## src/rtl/gpio_pkg.sv

```systemverilog
package gpio_pkg;

  localparam int unsigned DATA_W    = 16;
  localparam int unsigned ADDR_W    = 9;
  localparam int unsigned NUM_PINS  = 50;
  localparam int unsigned BIDIR_N   = 32;
  localparam int unsigned PULL_N    = 15;
  localparam int unsigned HI_N      = 2;
  localparam int unsigned SYNC_W    = BIDIR_N + HI_N;
  localparam int unsigned SYNC_STG  = 2;
  localparam int unsigned HI_OE_LSB = 8;

  localparam logic [ADDR_W-1:0] OFF_DIR_LO  = 9'h000;
  localparam logic [ADDR_W-1:0] OFF_DIR_HI  = 9'h002;
  localparam logic [ADDR_W-1:0] OFF_DAT_LO  = 9'h004;
  localparam logic [ADDR_W-1:0] OFF_DAT_HI  = 9'h006;
  localparam logic [ADDR_W-1:0] OFF_PORT_LO = 9'h01C;
  localparam logic [ADDR_W-1:0] OFF_PORT_HI = 9'h01E;
  localparam logic [ADDR_W-1:0] OFF_PULL_EN = 9'h1E0;
  localparam logic [ADDR_W-1:0] OFF_PULL_UP = 9'h1E2;

  typedef struct packed {
    logic [DATA_W-1:0] dir_lo;
    logic [DATA_W-1:0] dir_hi;
    logic [DATA_W-1:0] dat_lo;
    logic [DATA_W-1:0] dat_hi;
    logic [DATA_W-1:0] port_lo;
    logic [HI_N-1:0]   hi_dat;
    logic [HI_N-1:0]   hi_oe;
    logic [PULL_N-1:0] pull_use;
    logic [PULL_N-1:0] pull_sel;
  } gpio_cfg_t;

endpackage

```

## src/rtl/gpio_sync.sv

```systemverilog
module gpio_sync #(
  parameter int unsigned WIDTH  = 8,
  parameter int unsigned STAGES = 2
) (
  input  logic             clk,
  input  logic             rst_n,
  input  logic [WIDTH-1:0] d,
  output logic [WIDTH-1:0] q
);

  logic [WIDTH-1:0] stg_q [STAGES];

  always_ff @(posedge clk or negedge rst_n) begin
    if (!rst_n) stg_q[0] <= '0;
    else        stg_q[0] <= d;
  end

  for (genvar s = 1; s < STAGES; s++) begin : g_stage
    always_ff @(posedge clk or negedge rst_n) begin
      if (!rst_n) stg_q[s] <= '0;
      else        stg_q[s] <= stg_q[s-1];
    end
  end

  assign q = stg_q[STAGES-1];

endmodule

```

## src/rtl/gpio_cfg_regs.sv

```systemverilog
module gpio_cfg_regs
  import gpio_pkg::*;
(
  input  logic              clk,
  input  logic              rst_n,
  input  logic              wr_en,
  input  logic [ADDR_W-1:0] addr,
  input  logic [DATA_W-1:0] wdata,
  output gpio_cfg_t         cfg
);

  gpio_cfg_t cfg_d, cfg_q;

  always_comb begin
    cfg_d = cfg_q;
    case (addr)
      OFF_DIR_LO:  cfg_d.dir_lo  = wdata;
      OFF_DIR_HI:  cfg_d.dir_hi  = wdata;
      OFF_DAT_LO:  cfg_d.dat_lo  = wdata;
      OFF_DAT_HI:  cfg_d.dat_hi  = wdata;
      OFF_PORT_LO: cfg_d.port_lo = wdata;
      OFF_PORT_HI: begin
        cfg_d.hi_dat = wdata[HI_N-1:0];
        cfg_d.hi_oe  = wdata[HI_OE_LSB +: HI_N];
      end
      OFF_PULL_EN: cfg_d.pull_use = wdata[PULL_N-1:0];
      OFF_PULL_UP: cfg_d.pull_sel = wdata[PULL_N-1:0];
      default: ;
    endcase
  end

  always_ff @(posedge clk or negedge rst_n) begin
    if (!rst_n)     cfg_q <= '0;
    else if (wr_en) cfg_q <= cfg_d;
  end

  assign cfg = cfg_q;

endmodule

```

## src/rtl/gpio_rd_mux.sv

```systemverilog
module gpio_rd_mux
  import gpio_pkg::*;
(
  input  logic              clk,
  input  logic              rst_n,
  input  logic              rd_en,
  input  logic [ADDR_W-1:0] addr,
  input  gpio_cfg_t         cfg,
  input  logic [SYNC_W-1:0] pad_sync,
  output logic [DATA_W-1:0] rdata
);

  localparam int unsigned HALF = BIDIR_N / 2;

  logic [DATA_W-1:0] rd_d, rd_q;
  logic [HI_N-1:0]   hi_lvl;

  always_comb begin
    hi_lvl = (cfg.hi_dat & cfg.hi_oe) | (pad_sync[BIDIR_N +: HI_N] & ~cfg.hi_oe);
    rd_d   = '0;
    case (addr)
      OFF_DIR_LO:  rd_d = cfg.dir_lo;
      OFF_DIR_HI:  rd_d = cfg.dir_hi;
      OFF_DAT_LO:  rd_d = (cfg.dat_lo & cfg.dir_lo) | (pad_sync[0 +: HALF] & ~cfg.dir_lo);
      OFF_DAT_HI:  rd_d = (cfg.dat_hi & cfg.dir_hi) | (pad_sync[HALF +: HALF] & ~cfg.dir_hi);
      OFF_PORT_LO: rd_d = cfg.port_lo;
      OFF_PORT_HI: begin
        rd_d[HI_N-1:0]            = hi_lvl;
        rd_d[HI_OE_LSB +: HI_N]   = cfg.hi_oe;
      end
      OFF_PULL_EN: rd_d[PULL_N-1:0] = cfg.pull_use;
      OFF_PULL_UP: rd_d[PULL_N-1:0] = cfg.pull_sel;
      default: ;
    endcase
  end

  always_ff @(posedge clk or negedge rst_n) begin
    if (!rst_n)     rd_q <= '0;
    else if (rd_en) rd_q <= rd_d;
  end

  assign rdata = rd_q;

endmodule

```

## src/rtl/gpio_regfile.sv

```systemverilog
module gpio_regfile
  import gpio_pkg::*;
(
  input  logic                clk,
  input  logic                rst_n,
  input  logic                wr_en,
  input  logic                rd_en,
  input  logic [ADDR_W-1:0]   addr,
  input  logic [DATA_W-1:0]   wdata,
  output logic [DATA_W-1:0]   rdata,
  input  logic [NUM_PINS-1:0] pad_in,
  output logic [NUM_PINS-1:0] pad_out,
  output logic [NUM_PINS-1:0] pad_oe,
  output logic [PULL_N-1:0]   pull_en,
  output logic [PULL_N-1:0]   pull_up,
  output logic [PULL_N-1:0]   pull_dn
);

  localparam int unsigned PORT_LSB = BIDIR_N;
  localparam int unsigned HI_LSB   = NUM_PINS - HI_N;

  logic [1:0]        rst_q;
  logic              rst_sync_n;
  gpio_cfg_t         cfg;
  logic [SYNC_W-1:0] pad_sel;
  logic [SYNC_W-1:0] pad_sync;
  logic              unused_port_in;

  always_ff @(posedge clk or negedge rst_n) begin
    if (!rst_n) rst_q <= '0;
    else        rst_q <= {rst_q[0], 1'b1};
  end
  assign rst_sync_n = rst_q[1];

  assign pad_sel        = {pad_in[HI_LSB +: HI_N], pad_in[BIDIR_N-1:0]};
  assign unused_port_in = ^pad_in[HI_LSB-1:PORT_LSB];

  gpio_sync #(.WIDTH(SYNC_W), .STAGES(SYNC_STG)) u_sync (
    .clk   (clk),
    .rst_n (rst_sync_n),
    .d     (pad_sel),
    .q     (pad_sync)
  );

  gpio_cfg_regs u_cfg (
    .clk   (clk),
    .rst_n (rst_sync_n),
    .wr_en (wr_en),
    .addr  (addr),
    .wdata (wdata),
    .cfg   (cfg)
  );

  gpio_rd_mux u_rd (
    .clk      (clk),
    .rst_n    (rst_sync_n),
    .rd_en    (rd_en),
    .addr     (addr),
    .cfg      (cfg),
    .pad_sync (pad_sync),
    .rdata    (rdata)
  );

  assign pad_out = {cfg.hi_dat, cfg.port_lo, cfg.dat_hi, cfg.dat_lo};
  assign pad_oe  = {cfg.hi_oe, {(HI_LSB-PORT_LSB){1'b1}}, cfg.dir_hi, cfg.dir_lo};
  assign pull_en = cfg.pull_use;
  assign pull_up = cfg.pull_use & cfg.pull_sel;
  assign pull_dn = cfg.pull_use & ~cfg.pull_sel;

endmodule

```

## config.mk

```make
export PLATFORM = sky130hd
export DESIGN_NAME = gpio_regfile
export DESIGN_NICKNAME = d
export VERILOG_FILES = /design/src/rtl/gpio_pkg.sv /design/src/rtl/gpio_sync.sv /design/src/rtl/gpio_cfg_regs.sv /design/src/rtl/gpio_rd_mux.sv /design/src/rtl/gpio_regfile.sv
export SDC_FILE = /design/constraint.sdc
export NUM_CORES = 1
export LEC_CHECK = 0
export BUFFER_PORTS_ARGS = -buffer_cell sky130_fd_sc_hd__buf_2
export CAP_MARGIN = 20
export CORE_UTILIZATION = 30
export CTS_BUF_LIST = sky130_fd_sc_hd__clkbuf_4
export DETAILED_ROUTE_END_ITERATION = 10
export PLACE_DENSITY = 0.49
export SLEW_MARGIN = 20
export SYNTH_ARGS = -nofsm -noshare
export SYNTH_HDL_FRONTEND = slang
export SYNTH_SLANG_ARGS = --single-unit
```

## constraint.sdc

```tcl
create_clock -name clk -period 9.8 [get_ports clk]
set_input_delay 1.96 -clock clk [delete_from_list [all_inputs] [get_ports clk]]
set_output_delay 1.96 -clock clk [all_outputs]
set_load 0.02 [all_outputs]
```

### Word-level counts from Yosys, hierarchy flattened

Cells that the tools add are included.

* register bits after elaboration: 200
* input bits: 79
* output and inout bits: 161
* word-level logic and storage cells: 49

* eq/ne operators: 7
* mux-type cells: 5
* bitwise gates (word level): 15
* reductions and logical operators: 9

Operators with widths (count)
* 16-bit AND: 4
* 6-bit case mux with 7 select lines: 1
* 5-bit case mux with 7 select lines: 1
* 16-bit inverter: 2
* 16-bit bitwise OR: 2
* 2-bit case mux with 8 select lines: 2
* 15-bit AND: 2
* 9-bit by 3-bit equality test with 1-bit output, second input constant: 2
* 9-bit by 5-bit equality test with 1-bit output, second input constant: 2
* 9-bit equality test, second input constant: 2
* 2-bit AND reduction: 8
* 15-bit inverter: 1
* 9-bit by 2-bit equality test with 1-bit output, second input constant: 1
* 9-bit zero test: 1
* 1-bit case mux with 5 select lines: 1
* 2-bit AND: 2
* 2-bit inverter: 1
* 2-bit bitwise OR: 1

### Depth between registers and ports, before layout

Gate-level depths: netlist of run 1.

* depth in word-level cells: 4
* gate-level depth with buffers: 7
* gate-level depth less buffers: 4

### Cells and area by module

From an unflattened synthesis of run 1, not the netlist that was laid out.

* cell total of the unflattened synthesis: 616
* area, all modules: 8667.1 sq um

By module, submodules not included
* gpio_cfg_regs: instances 1, cells an instance 254, area an instance 4383.0 sq um
* gpio_rd_mux: instances 1, cells an instance 211, area an instance 1965.6 sq um
* gpio_sync: instances 1, cells an instance 102, area an instance 1956.9 sq um
* gpio_regfile: instances 1, cells an instance 49, area an instance 361.6 sq um

### Least setup slack after synthesis of run 1

Ideal clock, no wire load.

* path type: input to register
* start: input port addr[7]
* end: register u_cfg.cfg_q, in the netlist u_cfg.cfg[10]
* setup time: 125 ps
* arrival time: 3385 ps
* data required time: 9675 ps
* slack: 6290 ps
* cell stages on the path: 7
* path buffers: 3
* cell sequence: clkbuf_1 inv_1 nor4_4 and2b_1 buf_6 buf_12 mux2_4

* longest elaborated chain between the ends: 2

Ends and longest elaborated chain
* start, declared: line gpio_regfile.sv:8 `input logic [ADDR_W-1:0] addr,`
* 9-bit equality test: line gpio_cfg_regs.sv:16 `case (addr)`
* 2-bit AND reduction (no line)
* end signal, assigned: line gpio_cfg_regs.sv:34 `else if (wr_en) cfg_q <= cfg_d;`
* end, declared: line gpio_cfg_regs.sv:12 `gpio_cfg_t cfg_d, cfg_q;`

Every way passes these cells.
A chain may end at the register's enable or synchronous reset.

### Worst setup path after layout of run 1

* start: input port addr[1]
* end: register u_cfg.cfg_q, in the netlist u_cfg.cfg[102]

* longest elaborated chain between the ends: 2

Ends and longest elaborated chain (line)
* 9-bit zero test: gpio_cfg_regs.sv:16
* 2-bit AND reduction (no line)

Every way passes these cells.

==> reports/metrics.yaml, run 1 <==
min_path_type: "reg -> reg"
ant_nets: 0
crit_arrival_ps: 4620
nets: 897
p_leak_nw: 5.11
fp.dieW_um: 177
hold_path_depth: 0
crit_path_top_delay_cell: "nor3_4"
clk_latency_ps: 570
synth-edff-count: 0
status: "finished, final reports clean"
finalSetupViolCount: 0
cts_hold_buffers: 0
root_buffer: "clkbuf_4"
fp.coreArea_um2: 29900
r2r_end: "u_sync.stg_q[45]"
place.gp.congestion: 0.690
rr_worst_depth: 1
synth_area_leaders: "dfrtp_1 (55%), mux2_2 (14%), buf_4 (9.7%), mux2i_1 (5.1%), a32oi_1 (1.7%)"
end_kind: "flip-flop"
grt_pass1_wl_um: 37900
track_usage: 0.169
io_buffers: 207
cts_buffer_depth: 2
rr_startpoint: "rst_q[1]"
p_sw_uw: 410
dp_cells: 1189
critical_path_buf_inv_count: 5
synth_cells: 707
stdcell_count: 1222
yosys.cell_types.count: 52
period_needed_ps: 4150
cts_max_level: 4
crit_required_ps: 10270
utilization: 0.338
reg2reg_setup_slack_ps: 7900
ir_drop_uv: 67.2
drt-initial-drc-count: 342
die_area_um2: 31300
cts_resized: 0
syn-cell-area_um2: 9180
hold_viol_final: 0
ys_warn_count: 0
grt_max_degree: 74
fin_total_pwr_mw: 1.45
async_reset_ff_frac: 1.00
avgRoutedWirePerCell_um: 21.0
die_h_um: 177
cp_common_cell: "buf_4"
yosysTopAreaCell: "dfrtp_1"
critPathTopFamily: "buffers and inverters"
hold_slack_ps: 346
power.density_nw_per_um2: 143
cpPeakStageDelay_ps: 820
fin_skew_ps: 24.9
synth-seq-cells: 200
rows: 63
power_switching_share: 0.283
dr.pass1.iters: 4
clockPowerShare: 0.301
initial_utilization: 0.307
worstMarginPinSlew_ps: 1100
drv_cap: 0
numClockSinks: 200
hp-start: "u_sync.stg_q[45]"
slew-limit-headroom: 0.268
drive_above_1_share: 0.473
internal-power_mw: 1.04
nFillCells: 3028
cts_tree: "yes"
fmax_ghz: 0.241
grt_pass1_vias: 5754
period_share: 0.424
gr-total-overflow: 0
synthToLayoutAreaGrowth_pct: 10.1
netlist.area_leader.share: 0.545
pin_count: 240
avgSynthCellArea_um2: 13.0
cp-start-kind: "primary input"
antenna_found_initial: 2
drt-vias-per-instance: 4.63
path_clk_slew_ps: 170
hpwlAfterDp_um: 16900
slew_viol_final: 0
rsz0062_at_grt: "no"
postCtsSetupRepairBufs: 0
drc: 0
pwr-share-seq: 0.607
synth_seq_area_share: 0.545
cp_max_fo: 21
routed_wl_um: 25700
cts_made_buffers: 17
num_vias: 5663
crit_type: "in -> reg"
hold-path-endpoint: "u_sync.q[11]"
combPwrFrac: 0.092
finalSetupTns_ps: 0
ys.flop_type: "dfrtp_1"
crit_chain: "buf_2 -> buf_4 -> clkinv_1 -> buf_4 -> nand2_1 -> nor3_4 -> buf_4 -> mux2_2"
==> synth_stat cells, types with 4 or more instances <==
cell / n
nand4_1: 4
nand2_1: 40
dfrtp_1: 200
a31oi_1: 8
clkbuf_1: 8
nand3_1: 5
nor2b_1: 15
buf_2: 8
buf_4: 119
nor2_1: 24
buf_6: 5
mux2_4: 10
a32oi_1: 18
mux2_2: 118
and2_1: 16
mux2i_1: 47
inv_1: 4
==> area by class of cell <==
type	instances	area [um^2]	area share
Antenna cell	2	5.00	0.000495
Clock buffer	19	143	0.0141
Clock inverter	12	120	0.0119
Inverter	6	22.5	0.00223
Multi-Input combinational cell	374	3190	0.316
Sequential cell	200	5010	0.496
Tap cell	390	488	0.0483
Timing Repair Buffer	219	1130	0.111
==> registers in the layout, indices dropped and copies added, names as in the netlist <==
register	count
u_sync.q	34
rst_q	2
u_cfg.cfg	114
u_sync.stg_q	34
u_rd.rdata	16
==> through the flow <==
step | area, um^2 | setup WS (ps)
floorplan | 9240 | 3810
global placement | 9840 | 5030
detailed placement | 9840 | 5020
CTS | 10100 | 5630
global route | 10100 | 5600
finish | 10100 | 5650
==> logic make-up (layout without fill, tap and decap cells) <==
kind of cell	Yosys count	after routing	share of synthesized area
AO/OA/AOI/OAI	56	56	0.0483
AND/OR/NAND/NOR	126	126	0.0768
multiplexers	175	175	0.212
buffers and inverters	149	256	0.117
other	1	19	0.000409
flip-flops	200	200	0.545
==> per-layer routing <==
metal / vias to the layer above / track usage / share of wire
met1: 2906 / 0.229 / 0.47
met5: - / 0 / 0
li1: 2577 / - / -
met2: 156 / 0.267 / 0.47
met4: 0 / 0.0402 / 0.015
met3: 24 / 0.0447 / 0.052
==> worst max-delay path by stage <==
stage          slack [ps]  cells after the start        endpoint     start
5_1_grt              5600                      8   u_cfg.cfg[98]   addr[1]
2_1_floorplan        3810                      0    u_cfg.cfg[0]  rst_q[1]
3_3_place_gp         5030                      8   u_cfg.cfg[98]   addr[1]
6_report             5650                      8  u_cfg.cfg[102]   addr[1]
3_5_place_dp         5020                      8   u_cfg.cfg[99]   addr[1]
4_1_cts              5630                      8  u_cfg.cfg[102]   addr[1]
==> power by group through the flow <==
stage | registers (mW) | logic (mW) | clock network [mW]
after floorplan | 0.901 | 0.0871 | 0
after global placement | 0.895 | 0.135 | 0
after detailed placement | 0.896 | 0.136 | 0
after CTS | 0.880 | 0.136 | 0.461
after global routing | 0.885 | 0.146 | 0.488
final | 0.879 | 0.133 | 0.436
==> placed cells by master (no fill, tap or decap), types with 2 or more instances in the layout <==
cell and n:
buf_2 207, dfrtp_1 199, mux2_2 118, mux2i_1 47
nand2_1 40, nor2_1 23, clkbuf_4 19, a32oi_1 18
conb_1 17, and2_1 16, nor2b_1 15, buf_4 12
mux2_4 10, a31oi_1 8, nand3_1 5, inv_1 4
nand4_1 4, inv_6 4, nor4_4 3, nor3_4 3
a221oi_1 3, a32o_1 3, o311ai_0 3, o22a_1 3
a21oi_1 3, o211ai_1 3, clkinv_4 3, diode_2 2
clkinv_1 2, and4_1 2, nor3_1 2, nor2_4 2
a22oi_1 2, a311oi_1 2, o21ai_0 2, clkinv_2 2
Power figures use the tool's default switching activity.
==> inputs of run 2 (changes only) <==
--- a/config.mk
+++ b/config.mk
@@ -10,7 +10,7 @@
 export CORE_UTILIZATION = 30
 export CTS_BUF_LIST = sky130_fd_sc_hd__clkbuf_4
 export DETAILED_ROUTE_END_ITERATION = 10
-export PLACE_DENSITY = 0.49
+export PLACE_DENSITY = 0.51
 export SLEW_MARGIN = 20
 export SYNTH_ARGS = -nofsm -noshare
 export SYNTH_HDL_FRONTEND = slang
==> constraint.sdc (replaced) <==
create_clock -name clk -period 3.4 [get_ports clk]
set_input_delay 0.68 -clock clk [delete_from_list [all_inputs] [get_ports clk]]
set_output_delay 0.68 -clock clk [all_outputs]
set_load 0.02 [all_outputs]
==> reports/metrics.yaml, run 2 (synthesis results as in run 1) <==
place.gp.congestion: 0.703  # +1.9%
status: "finished, final reports clean"
numClockSinks: 200  # unchanged
postCtsSetupRepairBufs: 0  # unchanged
period_share: 0.604
fmax_ghz: 0.487
end_kind: "flip-flop"
die_h_um: 177  # unchanged
p_sw_mw: 1.17  # +180%
rr_worst_depth: 1  # unchanged
rsz0062_at_grt: "no"
cts_buffer_depth: 2  # unchanged
pwr-share-seq: 0.610  # +0.003
crit_arrival_ps: 2540  # -2080 ps
routed_wl_um: 25400  # -1.1%
grt_pass1_wl_um: 37800  # -0.24%
hold_viol_final: 0  # unchanged
cp_max_fo: 5  # -76%
mostFrequentLayoutCells: "buf_2 (207), dfrtp_1 (199), mux2_2 (118)"
cts_resized: 0  # unchanged
p_leak_nw: 5.19  # +1.6%
drt-initial-drc-count: 296  # -13%
internal-power_mw: 2.98  # +190%
path_clk_slew_ps: 180  # about the same
rr_startpoint: "rst_q[1]"
drive_above_1_share: 0.479  # +0.00580
hp-start: "pad_in[1]"
hold-path-endpoint: "u_sync.stg_q[35]"
crit_required_ps: 3880  # -6390 ps
root_buffer: "clkbuf_4"
clockPowerShare: 0.295  # -0.006
pin_count: 240  # unchanged
grt.met1_usage: 0.227  # -0.00208
cts_made_buffers: 17  # unchanged
initial_utilization: 0.307  # unchanged
clk_latency_ps: 570  # about the same
nets: 911  # +1.6%
cp-start-kind: "primary input"
grtUsageMet2: 0.274  # +0.00654
cts_hold_buffers: 1  # +1
dr.pass1.iters: 6  # +2
slew_viol_final: 0  # unchanged
synthToLayoutAreaGrowth_pct: 12.1
num_vias: 5702  # +0.69%
combPwrFrac: 0.095  # +0.003
grt_max_degree: 100  # +35%
finalSetupViolCount: 0  # unchanged
fp.dieW_um: 177  # unchanged
period_needed_ps: 2050
hpwlAfterDp_um: 17500  # +3.6%
nFillCells: 3001  # -0.89%
power.density_nw_per_um2: 404  # +180%
crit_type: "in -> reg"
power_switching_share: 0.281  # -0.00188
die_area_um2: 31300  # unchanged
r2r_end: "u_cfg.cfg[71]"
track_usage: 0.168  # -0.000938
drv_cap: 0  # unchanged
drt-vias-per-instance: 4.61  # -0.45%
fp.coreArea_um2: 29900  # unchanged
slew-limit-headroom: 0.481  # +0.214
avgRoutedWirePerCell_um: 20.5  # -2.2%
met3_usage: 0.0395  # -0.00515
utilization: 0.344  # +0.00591
antenna_found_initial: 2  # unchanged
gr-total-overflow: 0  # unchanged
worstMarginPinSlew_ps: 778  # -320 ps
cts_max_level: 4  # unchanged
rows: 63  # unchanged
cts_tree: "yes"
min_path_type: "in -> reg"
reg2reg_setup_slack_ps: 1970  # -5930 ps
fin_skew_ps: 22.7  # -2.11 ps
grt_busiest_layer: "met2"
layout_commonest_cell: "buf_2"
finalSetupTns_ps: 0  # unchanged
largest_reg_flops: 114  # unchanged
ir_drop_uv: 193  # +190%
grt_pass1_vias: 5798  # +0.76%
drc: 0  # unchanged
ant_nets: 0  # unchanged
hold_path_depth: 1  # +1
io_buffers: 207  # unchanged
[run 2: cell types whose count changed in the layout (fill, tap and decap cells not counted), sizes merged]
cell	previous run	this run
buf	219	232
clkbuf	19	18
clkinv	7	8
clkinvlp	1	3
diode	2	1
dlygate4sd3	0	1
inv	9	8
[run 2: final cells by class]
type	count	area, um^2	area share
Sequential cell	200	5010	0.487
Antenna cell	1	2.50	0.000243
Clock inverter	14	124	0.0120
Inverter	6	22.5	0.00219
Clock buffer	18	135	0.0131
Timing Repair Buffer	233	1310	0.127
Multi-Input combinational cell	374	3190	0.311
Tap cell	390	488	0.0475
[run 2: worst max path at each step]
stage	start	end	slack, ps	cells after the start
after floorplan	rst_q[1]	u_cfg.cfg[0]	100	0
final	addr[6]	u_rd.rdata[9]	1350	5
after global routing	u_cfg.cfg[26]	pull_dn[11]	1200	2
after CTS	u_cfg.cfg[21]	pull_up[6]	1260	2
after global placement	addr[2]	u_cfg.cfg[43]	740	5
after detailed placement	addr[2]	u_cfg.cfg[40]	720	5
[run 2: per-layer routing]
metal / vias to the layer above / wire (um)
met3: 11 / 1180
met5: - / 0
met2: 150 / 12200
li1: 2615 / -
met4: 0 / 227
met1: 2926 / 11800
[run 2: metrics by stage]
stage	cell area (um^2)	worst slack, ps	hold slack, ps	std cells	power [mW]
floorplan	9240	105	331	723	2.85
global placement	10000	742	331	1202	2.97
detailed placement	10000	723	335	1202	2.98
CTS	10300	1260	125	1235	4.24
global route	10300	1200	99.1	1236	4.38
finish	10300	1350	196	1236	4.15
[run 2: critical path: stages]
cell,delay (ps)
buf_2,130
or4_1,640
nor2_2,360
o221ai_1,430
a32oi_1,300
[run 2: power by group through the flow]
stage | Clock (mW) | Combinational [mW] | Sequential [mW]
final | 1.23 | 0.392 | 2.53
after global routing | 1.40 | 0.432 | 2.55
after CTS | 1.31 | 0.400 | 2.53
after detailed placement | 0 | 0.398 | 2.58
after global placement | 0 | 0.396 | 2.58
after floorplan | 0 | 0.251 | 2.60
==> inputs of run 3 (changes only) <==
--- a/config.mk
+++ b/config.mk
@@ -5,12 +5,13 @@
 export SDC_FILE = /design/constraint.sdc
 export NUM_CORES = 1
 export LEC_CHECK = 0
+export ABC_AREA = 1
 export BUFFER_PORTS_ARGS = -buffer_cell sky130_fd_sc_hd__buf_2
 export CAP_MARGIN = 20
 export CORE_UTILIZATION = 30
 export CTS_BUF_LIST = sky130_fd_sc_hd__clkbuf_4
 export DETAILED_ROUTE_END_ITERATION = 10
-export PLACE_DENSITY = 0.51
+export PLACE_DENSITY = 0.49
 export SLEW_MARGIN = 20
 export SYNTH_ARGS = -nofsm -noshare
 export SYNTH_HDL_FRONTEND = slang
==> constraint.sdc (replaced) <==
create_clock -name clk -period 2.15 [get_ports clk]
set_input_delay 0.43 -clock clk [delete_from_list [all_inputs] [get_ports clk]]
set_output_delay 0.43 -clock clk [all_outputs]
set_load 0.02 [all_outputs]
==> reports/metrics.yaml, run 3 <==
status: "finished, final reports clean"
crit_chain: "inv_1 -> nor2_1 -> buf_2"
clk_latency_ps: 590  # +20 ps
yosys-top-cells-count: "nand2_1 (309), dfrtp_1 (200), o21ai_0 (126)"
dp_slack_ps: 201  # -522 ps
nets: 1314  # +44%
pin_count: 240  # unchanged
reg2reg_setup_slack_ps: 720  # -1250 ps
drt-vias-per-instance: 4.42  # -4.2%
critPathTopFamily: "flip-flops"
ir_drop_uv: 256  # +33%
io_buffers: 207  # unchanged
cp-start-kind: "flip-flop"
rr_startpoint: "u_cfg.cfg[94]"
endpoint: "pull_dn[6]"
regArea_um2: 5010  # unchanged
fin_ws_ps: 342  # -1000 ps
p_leak_nw: 5.79  # +12%
synth-seq-cells: 200  # unchanged
cts_max_level: 4  # unchanged
root_buffer: "clkbuf_4"
path_clk_slew_ps: 180  # about the same
crit_type: "reg -> out"
fp.coreArea_um2: 29900  # unchanged
r2r_end: "u_rd.rdata[12]"
ant_nets: 0  # unchanged
end_kind: "primary output"
cts_tree: "yes"
drc: 0  # unchanged
netlist.area_leader.share: 0.545  # about the same
multi_input_area_um2: 2820  # -12%
gr-total-overflow: 0  # unchanged
drt-initial-drc-count: 690  # +130%
fin_skew_ps: 25.5  # +2.72 ps
numClockSinks: 200  # unchanged
crit_path_top_delay_cell: "dfrtp_1"
slew_viol_final: 0  # unchanged
drive_above_1_share: 0.225  # -0.254
synth_cells: 1087  # +54%
hold_slack_ps: 67.4  # -129 ps
grt_pass1_vias: 6516  # +12%
synthAdderAreaFrac: 0  # unchanged
layout_commonest_cell: "nand2_1"
hpwlAfterDp_um: 19600  # +12%
yosys.area_share.simple: 0.222  # +0.145
worstMarginPinSlew_ps: 609  # -169 ps
crit_arrival_ps: 1380  # -1160 ps
finalSetupTns_ps: 0  # unchanged
cpPeakStageDelay_ps: 480  # -160 ps
initial_utilization: 0.307  # about the same
synth_seq_area_share: 0.545  # about the same
num_vias: 7251  # +27%
antenna_found_initial: 2  # unchanged
fin_total_pwr_mw: 6.53  # +57%
grt_max_degree: 55  # -45%
min_path_type: "in -> reg"
power.density_nw_per_um2: 617  # +53%
fmax_ghz: 0.553
cts_resized: 0  # unchanged
avgSynthCellArea_um2: 8.45  # -35%
synth_mux_area_frac: 0.00109  # -0.211
slew-limit-headroom: 0.593  # +0.112
avgRoutedWirePerCell_um: 16.1  # -21%
path_depth: 3  # -2
syn-cell-area_um2: 9180  # about the same
nFillCells: 3160  # +5.3%
period_share: 0.841
die_area_um2: 31300  # about the same
cp_max_fo: 5  # unchanged
place.gp.congestion: 0.821  # +17%
post-synth-top-count-cell: "nand2_1"
track_usage: 0.172  # +0.00377
dr.pass1.iters: 5  # -1
synth-xor-area-share: 0  # unchanged
critPathLaunch: "u_cfg.cfg[21]"
cts_buffer_depth: 2  # unchanged
crit_required_ps: 1720  # -2160 ps
period_needed_ps: 1810
grt_pass1_wl_um: 39700  # +4.9%
largest_reg_flops: 114  # unchanged
critical_path_buf_inv_count: 2  # +1
mostFrequentLayoutCells: "nand2_1 (309), buf_2 (207), dfrtp_1 (199)"
routed_wl_um: 26500  # +4.3%
synth-edff-count: 0  # unchanged
cts_made_buffers: 17  # unchanged
rr_worst_depth: 7  # +6
yosys.cell_types.count: 22  # -58%
synth_compound_area_frac: 0.0769  # +0.0286
drv_cap: 0  # unchanged
fp.dieW_um: 177  # about the same
yosysTopAreaCell: "dfrtp_1"
synthToLayoutAreaGrowth_pct: 15.3
hold_viol_final: 0  # unchanged
ys.flop_type: "dfrtp_1"
finalSetupViolCount: 0  # unchanged
async_reset_ff_frac: 1.00  # unchanged
rows: 63  # unchanged
die_h_um: 177  # about the same
rsz0062_at_grt: "no"
synth_top_family_by_area: "simple AND/OR/NAND/NOR gates"
synth_area_leaders: "dfrtp_1 (55%), nand2_1 (13%), buf_4 (9.8%), o21ai_0 (6.9%), nand3_1 (5.3%)"
utilization: 0.354  # +0.0103
ys_warn_count: 0  # unchanged
==> run 3: cell count changes after synthesis, sizes merged, moves of 18 or more <==
cell | previous run | this run
mux2i | 47 | 1
nor2 | 26 | 75
nand3 | 5 | 100
o21ai | 2 | 138
inv | 4 | 95
nand2 | 41 | 310
a32oi | 18 | 0
mux2 | 128 | 0
==> run 3: report_power, final <==
group	internal, mW	leakage, nW	switching, mW
registers	3.89	2.60	0.0968
logic	0.197	3.04	0.390
clock network	0.599	0.147	1.36
total	4.69	5.79	1.84
==> run 3: worst min-delay path by stage <==
stage                     cells past startpoint       endpoint      from
after global routing                          3  u_cfg.cfg[33]  wdata[1]
after CTS                                     3  u_cfg.cfg[31]  wdata[9]
after detailed placement                      1       rst_q[0]     rst_n
final                                         3  u_cfg.cfg[33]  wdata[1]
after global placement                        1       rst_q[0]     rst_n
after floorplan                               0       rst_q[0]     rst_n
==> run 3: final cells by class <==
| class | count | area share |
|---|---|---|
| Tap cell | 390 | 0.0461 |
| Multi-Input combinational cell | 652 | 0.267 |
| Sequential cell | 200 | 0.473 |
| Antenna cell | 2 | 0.000473 |
| Inverter | 95 | 0.0337 |
| Clock buffer | 18 | 0.0128 |
| Timing Repair Buffer | 269 | 0.156 |
| Clock inverter | 14 | 0.0115 |
==> run 3: repair_timing <==
action / in CTS / in global routing
hold endpoints to repair: 36 / 0
buffers inserted: 0 / 0
hold buffers: 35 / 0
==> run 3: kinds of logic (layout without fill, tap and decap cells) <==
| logic type | count (synthesis) | count (layout) |
|---|---|---|
| AND/OR/NAND/NOR | 493 | 493 |
| buffers and inverters | 251 | 396 |
| flip-flops | 200 | 200 |
| AO/OA/AOI/OAI | 141 | 141 |
| other | 1 | 19 |
| multiplexers | 1 | 1 |
==> run 3: worst min-delay path, cell delays in order <==
cell	delay (ps)
buf_2	90
nand2_1	40
o21ai_0	60
==> run 3: routing by layer <==
layer	share of wire	vias up	GRT usage
met2	0.42	259	0.242
li1	-	3583	-
met4	0.015	0	0.0435
met1	0.51	3388	0.258
met5	0	-	0
met3	0.063	21	0.0430
==> run 3: metrics by stage <==
stage          cell area [um^2]  instances
2_1_floorplan              9250       1103
3_3_place_gp               9980       1571
3_5_place_dp               9980       1571
4_1_cts                   10600       1638
5_1_grt                   10600       1640
6_report                  10600       1640
